File: config.mk
export PLATFORM = sky130hd
export DESIGN_NAME = pwr_clk_ctrl
export DESIGN_NICKNAME = d
export VERILOG_FILES = /design/src/rtl/pwr_clk_ctrl.sv
export SDC_FILE = /design/constraint.sdc
export NUM_CORES = 1
export LEC_CHECK = 0
export ABC_AREA = 1
export BUFFER_PORTS_ARGS = -buffer_cell sky130_fd_sc_hd__buf_2
export CELL_PAD_IN_SITES_DETAIL_PLACEMENT = 1
export CELL_PAD_IN_SITES_GLOBAL_PLACEMENT = 2
export CORE_MARGIN = 4
export CORE_UTILIZATION = 33
export DETAILED_ROUTE_END_ITERATION = 6
export PLACE_DENSITY = 0.85
export RECOVER_POWER = 50
export SYNTH_ARGS = -nofsm -noshare
export SYNTH_HDL_FRONTEND = slang
export SYNTH_SLANG_ARGS = --single-unit
export TNS_END_PERCENT = 1
File: constraint.sdc
create_clock -name clk -period 4.7 [get_ports clk]
set_input_delay 0.235 -clock clk [delete_from_list [all_inputs] [get_ports clk]]
set_output_delay 0.235 -clock clk [all_outputs]
set_load 0.01 [all_outputs]
File: src/rtl/pwr_clk_ctrl.sv
module pwr_clk_ctrl #(
  parameter int WAKE_CYCLES = 48000
) (
  input  logic       clk,
  input  logic       por_n,
  input  logic       x2_mode,
  input  logic       rst_pin,
  input  logic       bod_rst,
  input  logic       ext_int,
  input  logic       reg_wr,
  input  logic [7:0] reg_wdata,
  output logic [7:0] reg_rdata,
  output logic       cpu_en,
  output logic       per_en,
  output logic       cpu_rst
);
  localparam int CW = (WAKE_CYCLES > 1) ? $clog2(WAKE_CYCLES) : 1;
  localparam logic [CW-1:0] LAST = CW'(WAKE_CYCLES - 1);

  typedef enum logic [1:0] {M_RUN, M_IDLE, M_PD, M_WAKE} mode_t;

  mode_t         mode;
  logic [7:0]    ctl;
  logic [CW-1:0] wcnt;
  logic          div_ph;

  wire warm    = rst_pin | bod_rst;
  wire wr_ok   = reg_wr & (mode == M_RUN) & ~warm;
  wire base_en = x2_mode | div_ph;

  assign reg_rdata = ctl;
  assign cpu_en    = base_en & (mode == M_RUN);
  assign per_en    = base_en & (mode != M_PD);
  assign cpu_rst   = warm;

  always_ff @(posedge clk or negedge por_n) begin
    if (!por_n) begin
      ctl    <= 8'h10;
      mode   <= M_RUN;
      wcnt   <= '0;
      div_ph <= 1'b0;
    end else begin
      div_ph <= ~div_ph;
      case (mode)
        M_RUN:
          if (wr_ok) begin
            ctl  <= {reg_wdata[7:1], reg_wdata[0] & ~reg_wdata[1]};
            mode <= reg_wdata[1] ? M_PD : (reg_wdata[0] ? M_IDLE : M_RUN);
          end
        M_IDLE:
          if (warm | ext_int) begin
            ctl[0] <= 1'b0;
            mode   <= M_RUN;
          end
        M_PD:
          if (warm | ext_int) begin
            ctl[1] <= 1'b0;
            wcnt   <= '0;
            mode   <= M_WAKE;
          end
        default:
          if (wcnt == LAST) mode <= M_RUN;
          else wcnt <= wcnt + 1'b1;
      endcase
      if (warm) ctl <= {3'b000, ctl[4], 4'b0000};
    end
  end


  pd_gates_all_chk: assert property (@(posedge clk) disable iff (!por_n)
    reg_rdata[1] |-> (!cpu_en && !per_en && !reg_rdata[0]));


  idle_stops_cpu_chk: assert property (@(posedge clk) disable iff (!por_n)
    reg_rdata[0] |-> !cpu_en);


  half_rate_chk: assert property (@(posedge clk) disable iff (!por_n)
    (per_en && !x2_mode) |=> (!per_en || x2_mode));


  pof_warm_hold_chk: assert property (@(posedge clk) disable iff (!por_n)
    warm |=> $stable(reg_rdata[4]));


  warm_clears_chk: assert property (@(posedge clk) disable iff (!por_n)
    warm |=> (reg_rdata[7:5] == 3'b000 && reg_rdata[3:0] == 4'b0000));


  gp_hold_chk: assert property (@(posedge clk) disable iff (!por_n)
    (reg_wr && !warm && mode == M_RUN) |=> reg_rdata[3:2] == $past(reg_wdata[3:2]));
endmodule

==> run_results.csv, run 1 <==
group,metric,value,unit
logic_synthesis,synth-seq-area-share,40.9,%
finish,fillers,623,
power,pwr-share-seq,39.6,%
sta,fmax,510,MHz
clock_tree,clk_latency,0.28,ns
sta,slew_headroom,-2.97,%
sta,hold_violations,0,
logic_synthesis,synth_edf_count,0,
worst_setup_path,cp.required,4.92,ns
finish,stdcell_count,316,
clock_tree,clk_transition_reported_paths,0.11,ns
run_status,violations,"capacitance limit, slew limit",
min_path,hold_path.class,"input port to register",
route,wl,4330,um
finish,fin_nets,269,
power,p_leak,0.923,nW
sta,setup_slack,2.74,ns
global_routing,met1_usage,21.6,%
logic_synthesis,yosys_most_used_dff,"dfrtp_1",
sta,post-route-period-util,41.7,%
sta,worst_slew_pin_slew,1.54,ns
run_status,status,"finished, violations left",
route,dr.pass1.iters,4,
route,drt_first_iter_violations,59,
global_routing,grtUsageMet3,2.27,%
worst_setup_path,arrival,2.18,ns
route,vias,1531,
die,die-area,6210,um2
clock_tree,cts_setup_buffers,0,
die,coreArea,4790,um2
sta,setup_viol,0,
route,postRouteAntennaNets,0,
die,die_h,78.8,um
logic_synthesis,synthesis.nets,241,
power,ir_worst_vdd,200,uV
logic_synthesis,synth_area,1650,um2
die,die_x,78.8,um
logic_synthesis,synthCells,222,
clock_tree,numCtsBuffers,3,
power,power_frac_clock,19.7,%
global_routing,grt.total_usage,15.4,%
clock_tree,clk_path_buf_depth,2,
clock_tree,cts.sinks,27,
placement,dp.final_hpwl,3300,um
die,rows,25,
route,drc_errors,0,
logic_synthesis,synth.distinct_cells,27,
finish,drive_gt1_share,16.1,%
finish,area_growth,14.1,%
die,ios,26,
sta,rsz0062_at_grt,"no",
power,power.net_switching,0.000336,W
logic_synthesis,ys_warn_count,0,
global_routing,grt_max_degree,28,
placement,pre_cts_slack,2.74,ns
worst_setup_path,worstPathMaxFanout,20,
power,swShare,44.8,%
clock_tree,cts_tree,"built",
global_routing,grt_pass1_vias,1614,
clock_tree,cts_root_buffer,"clkbuf_8",
sta,min_period,1.96,ns
sta,final_max_slew_viol_count,28,
logic_synthesis,syn_area_per_cell,7.45,um2
finish,n_antenna_cell,0,
global_routing,grt_busiest_layer,"met2",
power,internal_power,0.000414,W
logic_synthesis,ys_async_sr_fraction,100,%
global_routing,grtUsageMet2,25.2,%
power,p_per_area,397,nW/um2
global_routing,grt_pass1_wl,7630,um
clock_tree,cts_max_level,1,
placement,dp.cells,311,
worst_setup_path,cp-end-kind,"register",
global_routing,grt_overflow,0,
logic_synthesis,ys_ff_latch,27,
power,finalPower,0.000750,W
global_routing,antenna_found_initial,0,
job,maxCapViolCount,1,
die,start_util,34.6,%
sta,worst_clock_skew,0.00179,ns
placement,gp_congestion,0.787,
worst_setup_path,startpoint_type,"register",
route,wl_per_cell,13.7,um
placement,io_buffers,25,
sta,setup_tns,0,ns
power,comb_power_share,40.6,%
worst_setup_path,path_class,"register to register",
route,viasPerCell,4.84,
-- worst max-delay path: stages, from the launching register on --
cell,delay (ns)
dfrtp_1,0.41
inv_1,0.09
ha_1,0.50
nand3b_1,0.18
nand3_1,0.14
inv_1,0.10
o21ai_4,0.24
nand2_1,0.14
o21ai_2,0.08
-- cell families after synthesis --
group | share of synthesized area, %
buf+inv | 7.34
flops | 40.9
simple gates | 32.1
fa+ha+maj | 3.03
xor+xnor | 4.24
compound gates | 12.3
-- through the flow --
step	utilization, %	hold slack [ns]	instance area (um2)
6_report	39.5	0.142	1890
3_5_place_dp	38.4	0.306	1840
3_3_place_gp	38.4	0.296	1840
2_1_floorplan	-	-0.0606	1650
5_1_grt	39.5	0.151	1890
4_1_cts	39.6	0.143	1890
-- routing by layer --
metal  wire length (um)  up-vias
met2               1970       29
li1                   -      768
met4                 19        0
met3                131        2
met1               2200      732
met5                  0        -
-- power by group through the flow --
stage          sequential (W)  clock (W)  combinational (W)
2_1_floorplan        0.000299          0           0.000235
3_3_place_gp         0.000301          0           0.000306
3_5_place_dp         0.000302          0           0.000312
4_1_cts              0.000298   0.000150           0.000312
5_1_grt              0.000304   0.000164           0.000354
6_report             0.000298   0.000148           0.000305
-- cell usage in the layout, fill, tap and decap left out, drive strengths merged, types with 2 or more instances in the layout --
cell type   n
a22o        5
nor3        2
ha          4
nand2      70
xor2        7
nand4       5
buf        20
nand3      16
o21bai      2
o31ai       2
dfrtp      26
o21ai      16
nor2       32
clkbuf      8
a21oi       4
inv        24
-- final timing paths --
kind | cells past startpoint | start | to | slack, ns
setup / recovery | 8 | mode[0]$_DFFE_PN0P_ | wcnt[15]$_DFFE_PN0P_ | 2.74
hold / removal | 3 | reg_wdata[4] | reg_rdata[4]$_DFFE_PN1P_ | 0.14
setup reg to reg | 8 | mode[0]$_DFFE_PN0P_ | wcnt[15]$_DFFE_PN0P_ | 2.74
hold reg to reg | 1 | div_ph$_DFF_PN0_ | div_ph$_DFF_PN0_ | 0.43
max in group asynchronous | 2 | por_n | reg_rdata[1]$_DFFE_PN0P_ | 2.95
min in group asynchronous | 2 | por_n | wcnt[14]$_DFFE_PN0P_ | 0.85
-- synthesized netlist by cell type (3+ instances only) --
cell / number / area, um2
nand2_1: 66 / 248
nor2_1: 30 / 113
dfrtp_1: 26 / 651
inv_1: 21 / 78.8
nand3_1: 16 / 80.1
o21ai_0: 8 / 40.0
xor2_1: 7 / 61.3
a22o_1: 5 / 43.8
nand4_1: 5 / 31.3
o21ai_2: 5 / 43.8
a21oi_1: 4 / 20.0
ha_1: 4 / 50.1
inv_2: 3 / 11.3
nand2_2: 3 / 18.8
-- what timing repair did --
action                     in CTS  in global routing
hold buffers                    1                  0
hold endpoints to repair       26                  0
setup endpoints to repair       0                  0
gates resized for setup         0                  0
-- state kept, by name, indices dropped and copies added (netlist names) --
name       flops
div_ph         1
mode           2
reg_rdata      8
wcnt          16
-- final cells by class --
type                    count  area, um2  area share [%]
clock buffers               3       41.3            2.19
clock inverters             1       7.51           0.398
inverters                  25       93.8            4.97
multi-input cells         167        856            45.3
flip-flops and latches     27        677            35.9
well taps                  67       83.8            4.44
repair buffers             26        129            6.83
(Power assumes the default switching activity.)
==> inputs of run 2 (changes only) <==
Settings changed: CORE_UTILIZATION 33 to 29, PLACE_DENSITY 0.85 to 0.79.
Clock period 4.7 ns to 1.7 ns, I/O delays scaled along.
==> run 2 against run 1 <==
Net effect: the flow now finishes without violations; via count is 2.9% higher; routed wire length is 5.9% higher; clock skew is 0.0063 ns higher; fmax is 26% higher; worst setup slack worse by 2.6 ns; final cell count is 7.9% higher; combinational power grew to 3.5 times the previous value; clock power grew to 2.7 times the previous value; highest routed layer unchanged.
==> run_results.csv, run 2 (same netlist as run 1, synthesis figures left out) <==
group,metric,value,unit
run_status,status,"finished clean",
global_routing,grt.total_usage,13.8,%
die,ios,26,
die,die-area,6980,um2
worst_setup_path,path_cells,"ha_1 > nand2_2 > inv_2 > nand2_4 > nor2_2 > nand2_2 > nor2_1 > nor2_2 > o21ai_0",
global_routing,grt_max_degree,28,
sta,holdWs,0.00946,ns
sta,hold_violations,0,
route,postRouteAntennaNets,0,
power,ir_worst_vdd,447,uV
die,die_h,83.5,um
worst_setup_path,slowest_stage,"dfrtp_1",
worst_setup_path,r2r_start,"wcnt[0]$_DFFE_PN0P_",
clock_tree,cts_tree,"built",
die,start_util,30.0,%
finish,area_growth,25.6,%
clock_tree,cts_max_level,1,
finish,final_common_cell,"nand2_1",
placement,pre_cts_slack,0.00903,ns
worst_setup_path,cp-end-kind,"register",
die,rows,27,
worst_setup_path,crit_path_max_incr_delay,0.40,ns
global_routing,grt_pass1_wl,7850,um
clock_tree,clk_transition_reported_paths,0.11,ns
finish,n_antenna_cell,0,
worst_setup_path,arrival,1.72,ns
finish,final_cell_mix,"nand2_1 (66), nor2_1 (29), dfrtp_1 (26), inv_1 (21), buf_2 (21)",
placement,io_buffers,25,
clock_tree,clk_path_buf_depth,2,
placement,dp.final_hpwl,3570,um
route,vias,1576,
global_routing,antenna_found_initial,0,
global_routing,grt_overflow,0,
worst_setup_path,startpoint_type,"register",
route,viasPerCell,4.62,
sta,post-route-period-util,91.2,%
route,drc_errors,0,
global_routing,grt_pass1_vias,1665,
route,wl_per_cell,13.4,um
sta,setup_slack,0.149,ns
clock_tree,clk_latency,0.29,ns
min_path,hp-start,"reg_wdata[3]",
power,p_per_area,1100,nW/um2
sta,final_max_slew_viol_count,0,
die,coreArea,5510,um2
route,wl,4580,um
clock_tree,numCtsBuffers,3,
sta,slew_headroom,51.8,%
worst_setup_path,worstPathMaxFanout,8,
sta,worst_clock_skew,0.00813,ns
worst_setup_path,path_class,"register to register",
sta,worst_slew_pin_slew,0.723,ns
clock_tree,cts_root_buffer,"clkbuf_8",
route,drt_first_iter_violations,46,
die,die_x,83.5,um
finish,fillers,707,
finish,drive_gt1_share,23.0,%
worst_setup_path,critical_path.startpoint,"wcnt[0]$_DFFE_PN0P_",
sta,setup_viol,0,
finish,largest_reg_flops,16,
min_path,hold_path.class,"input port to register",
worst_setup_path,cp.required,1.87,ns
finish,fin_nets,289,
sta,rsz0062_at_grt,"yes",
job,maxCapViolCount,0,
power,finalPower,0.00229,W
sta,fmax,645,MHz
route,dr.pass1.iters,4,
finish,top_register,"wcnt",
sta,min_period,1.55,ns
placement,gp_congestion,0.763,
power,p_leak,1.03,nW
clock_tree,cts.sinks,27,
==> run 2: cell count changes in the layout (fill, tap and decap cells not counted), moves of 2 or more <==
cell           before  now
dlygate4sd3_1       1    5
buf_4               0   14
buf_6               0    2
clkbuf_1            5    3
ha_2                0    2
ha_1                4    2
==> run 2: cell type report <==
type,instances,area (um2),area share [%]
sequential,27,677,32.6
timing repair buffer,46,299,14.4
tap,72,90.1,4.34
inverter,25,93.8,4.52
multi-input combinational,167,868,41.8
clock inverter,1,7.51,0.361
clock buffer,3,41.3,1.99
==> run 2: worst paths after layout <==
path                                       endpoint  slack (ns)  cells past startpoint
hold reg to reg                    div_ph$_DFF_PN0_        0.43                      1
setup / recovery                wcnt[3]$_DFFE_PN0P_        0.15                      9
max in group asynchronous      wcnt[10]$_DFFE_PN0P_        0.86                      2
setup reg to reg                wcnt[3]$_DFFE_PN0P_        0.15                      9
min in group asynchronous       wcnt[6]$_DFFE_PN0P_        0.37                      2
hold / removal             reg_rdata[3]$_DFFE_PN0P_       0.009                      2
==> run 2: critical path: cells and delay by family, from the launching register on <==
kind | cells | cell delay [ns]
AND/OR/NAND/NOR | 6 | 0.63
flip-flops | 1 | 0.40
adder cells (fa/ha/maj) | 1 | 0.23
AO/OA/AOI/OAI | 1 | 0.13
buffers and inverters | 1 | 0.05
==> run 2: metal layers <==
metal	track usage [%]	up-vias	wire length, um
li1	-	804	-
met1	17.7	744	2210
met2	24.2	23	2210
met3	2.47	5	124
met4	3.07	0	41
met5	0	-	0
==> run 2: per-stage QoR <==
| stage | setup TNS (ns) | utilization [%] | area, um2 | cells |
|---|---|---|---|---|
| 3_5_place_dp | 0 | 35.6 | 1960 | 332 |
| 3_3_place_gp | 0 | 35.6 | 1960 | 332 |
| 6_report | 0 | 37.7 | 2080 | 341 |
| 2_1_floorplan | 0 | - | 1650 | 222 |
| 4_1_cts | 0 | 37.3 | 2050 | 340 |
| 5_1_grt | -0.0395 | 37.7 | 2080 | 341 |
==> run 2: repair_timing <==
action | CTS | global route
setup buffers | 0 | 0
endpoints found under the setup margin | 4 | 17
gates cloned | 0 | 0
hold buffers | 4 | 1
gates resized for setup | 1 | 5
hold endpoints to repair | 29 | 1
==> run 2: where the power goes <==
group          internal (W)  switching [W]  total, W
combinational      0.000418       0.000665   0.00108
sequential         0.000736      0.0000745  0.000811
clock              0.000167       0.000229  0.000396
==> inputs of run 3 (changes only) <==
Settings changed: BUFFER_PORTS_ARGS -buffer_cell sky130_fd_sc_hd__buf_2 to unset, CORE_UTILIZATION 29 to 32, DONT_BUFFER_PORTS set to 1, PLACE_DENSITY 0.79 to 0.78.
==> run 3 against run 2 <==
Net effect: sequential share of layout area up 0.99 points; highest routed layer unchanged; first-iteration DRC count up 41%; flip-flop and latch count is the same.
==> run_results.csv, run 3 (same netlist as run 1, synthesis figures left out) <==
group,metric,value,unit
finish,top_register,"wcnt",
finish,post-route-util,41.6,%
sta,min_period,1.56,ns
sta,setup_viol,0,
sta,worst_clock_skew,0.00793,ns
worst_setup_path,critical_path.startpoint,"mode[0]$_DFFE_PN0P_",
die,die_x,79.9,um
worst_setup_path,cp-end-kind,"register",
die,die_h,79.9,um
placement,io_buffers,0,
clock_tree,clk_latency,0.28,ns
route,drt_first_iter_violations,65,
power,finalPower,0.00225,W
finish,final_common_cell,"nand2_1",
clock_tree,cts_max_level,1,
finish,largest_reg_flops,16,
die,die-area,6380,um2
finish,n_antenna_cell,0,
sta,post-route-period-util,92.0,%
global_routing,grt_overflow,0,
die,start_util,34.1,%
min_path,hold_path.class,"input port to register",
clock_tree,clk_transition_reported_paths,0.10,ns
clock_tree,numCtsBuffers,3,
die,coreArea,4850,um2
sta,slew_headroom,52.1,%
clock_tree,cts_root_buffer,"clkbuf_8",
finish,final_cell_mix,"nand2_1 (66), nor2_1 (29), dfrtp_1 (26), inv_1 (20), buf_4 (16)",
run_status,status,"finished clean",
global_routing,grt_max_degree,28,
sta,rsz0062_at_grt,"no",
sta,final_max_slew_viol_count,0,
finish,stdcell_count,318,
global_routing,grt.total_usage,16.4,%
worst_setup_path,cp-endpoint,"wcnt[0]$_DFFE_PN0P_",
finish,area_growth,21.9,%
placement,gp_congestion,0.801,
route,wl,4720,um
worst_setup_path,arrival,1.73,ns
finish,fin_nets,271,
sta,worst_slew_pin_slew,0.718,ns
placement,placed_cell_area,1850,um2
global_routing,grt_pass1_vias,1620,
die,ios,26,
finish,drive_gt1_share,16.3,%
finish,fillers,621,
placement,dp.final_hpwl,3510,um
worst_setup_path,r2r_start,"mode[0]$_DFFE_PN0P_",
global_routing,antenna_found_initial,0,
route,postRouteAntennaNets,0,
sta,hold_violations,0,
route,drc_errors,0,
power,ir_worst_vdd,647,uV
power,p_leak,0.968,nW
route,wl_per_cell,14.8,um
clock_tree,cts.sinks,27,
worst_setup_path,r2r_cells,9,
finish,design_area,2020,um2
route,viasPerCell,4.84,
global_routing,grt_pass1_wl,7980,um
clock_tree,cts_tree,"built",
worst_setup_path,path_class,"register to register",
clock_tree,clk_path_buf_depth,2,
sta,fmax,640,MHz
job,maxCapViolCount,0,
die,rows,25,
power,p_per_area,1110,nW/um2
worst_setup_path,cp.required,1.87,ns
route,vias,1540,
worst_setup_path,worstPathMaxFanout,20,
placement,dp.cells,303,
route,dr.pass1.iters,4,
worst_setup_path,regToRegSetupSlack,0.14,ns
worst_setup_path,startpoint_type,"register",
sta,holdWs,0.0745,ns
worst_setup_path,r2r-end,"wcnt[0]$_DFFE_PN0P_",
==> run 3: cell types whose count changed in the layout (fill, tap and decap cells not counted), sizes merged <==
cell / change
clkbuf: -2
buf: -20
clkinvlp: -1
dlygate4sd3: +5
==> run 3: final cells by class <==
type / count / area (um2) / share of cell area, %
flip-flops and latches: 27 / 677 / 33.6
inverters: 25 / 93.8 / 4.66
repair buffers: 28 / 245 / 12.2
well taps: 67 / 83.8 / 4.16
clock buffers: 4 / 45.0 / 2.23
multi-input cells: 167 / 871 / 43.2
==> run 3: repair_timing <==
| action | in CTS | in global routing |
|---|---|---|
| hold endpoints to repair | 35 | 0 |
| gates resized for setup | 1 | 5 |
| setup endpoints to repair | 7 | 9 |
| hold buffers | 11 | 0 |
| buffers inserted | 0 | 0 |
==> run 3: how the worst min path moves through the flow <==
stage             from                  endpoint  slack (ns)  depth (start not counted)
6_report       ext_int  reg_rdata[0]$_DFFE_PN0P_        0.07                          3
5_1_grt        ext_int  reg_rdata[0]$_DFFE_PN0P_        0.09                          3
2_1_floorplan    por_n          div_ph$_DFF_PN0_       -0.21                          0
3_5_place_dp     por_n      wcnt[11]$_DFFE_PN0P_       -0.21                          0
3_3_place_gp     por_n      wcnt[11]$_DFFE_PN0P_       -0.21                          0
4_1_cts        ext_int  reg_rdata[0]$_DFFE_PN0P_        0.06                          3
==> run 3: power by group <==
group	switching [W]	internal [W]
Clock	0.000213	0.000169
Sequential	0.0000811	0.000737
Combinational	0.000661	0.000385
Total	0.000955	0.00129
==> run 3: critical path, stage by stage, from the launching register on <==
cell and delay [ns]:
dfrtp_1 0.38, inv_1 0.07, ha_1 0.23, nand3b_1 0.12, nand3_1 0.16, inv_2 0.13
o21ai_4 0.07, buf_12 0.16, nand2_1 0.06, o21ai_0 0.07
==> run 3: metrics by stage <==
stage / setup TNS [ns] / worst slack, ns
floorplan: 0 / 0.207
global placement: 0 / 0.0366
detailed placement: -0.0580 / -0.0274
CTS: 0 / 0.0972
global route: 0 / 0.00341
finish: 0 / 0.137
==> run 3: per-layer routing <==
| metal | up-vias | track usage, % | share of wire [%] | wire length, um |
|---|---|---|---|---|
| li1 | 771 | - | - | - |
| met1 | 739 | 21.7 | 46 | 2190 |
| met2 | 23 | 26.8 | 48 | 2280 |
| met3 | 7 | 2.37 | 3.3 | 154 |
| met4 | 0 | 6.42 | 1.9 | 89 |
| met5 | - | 0 | 0 | 0 |
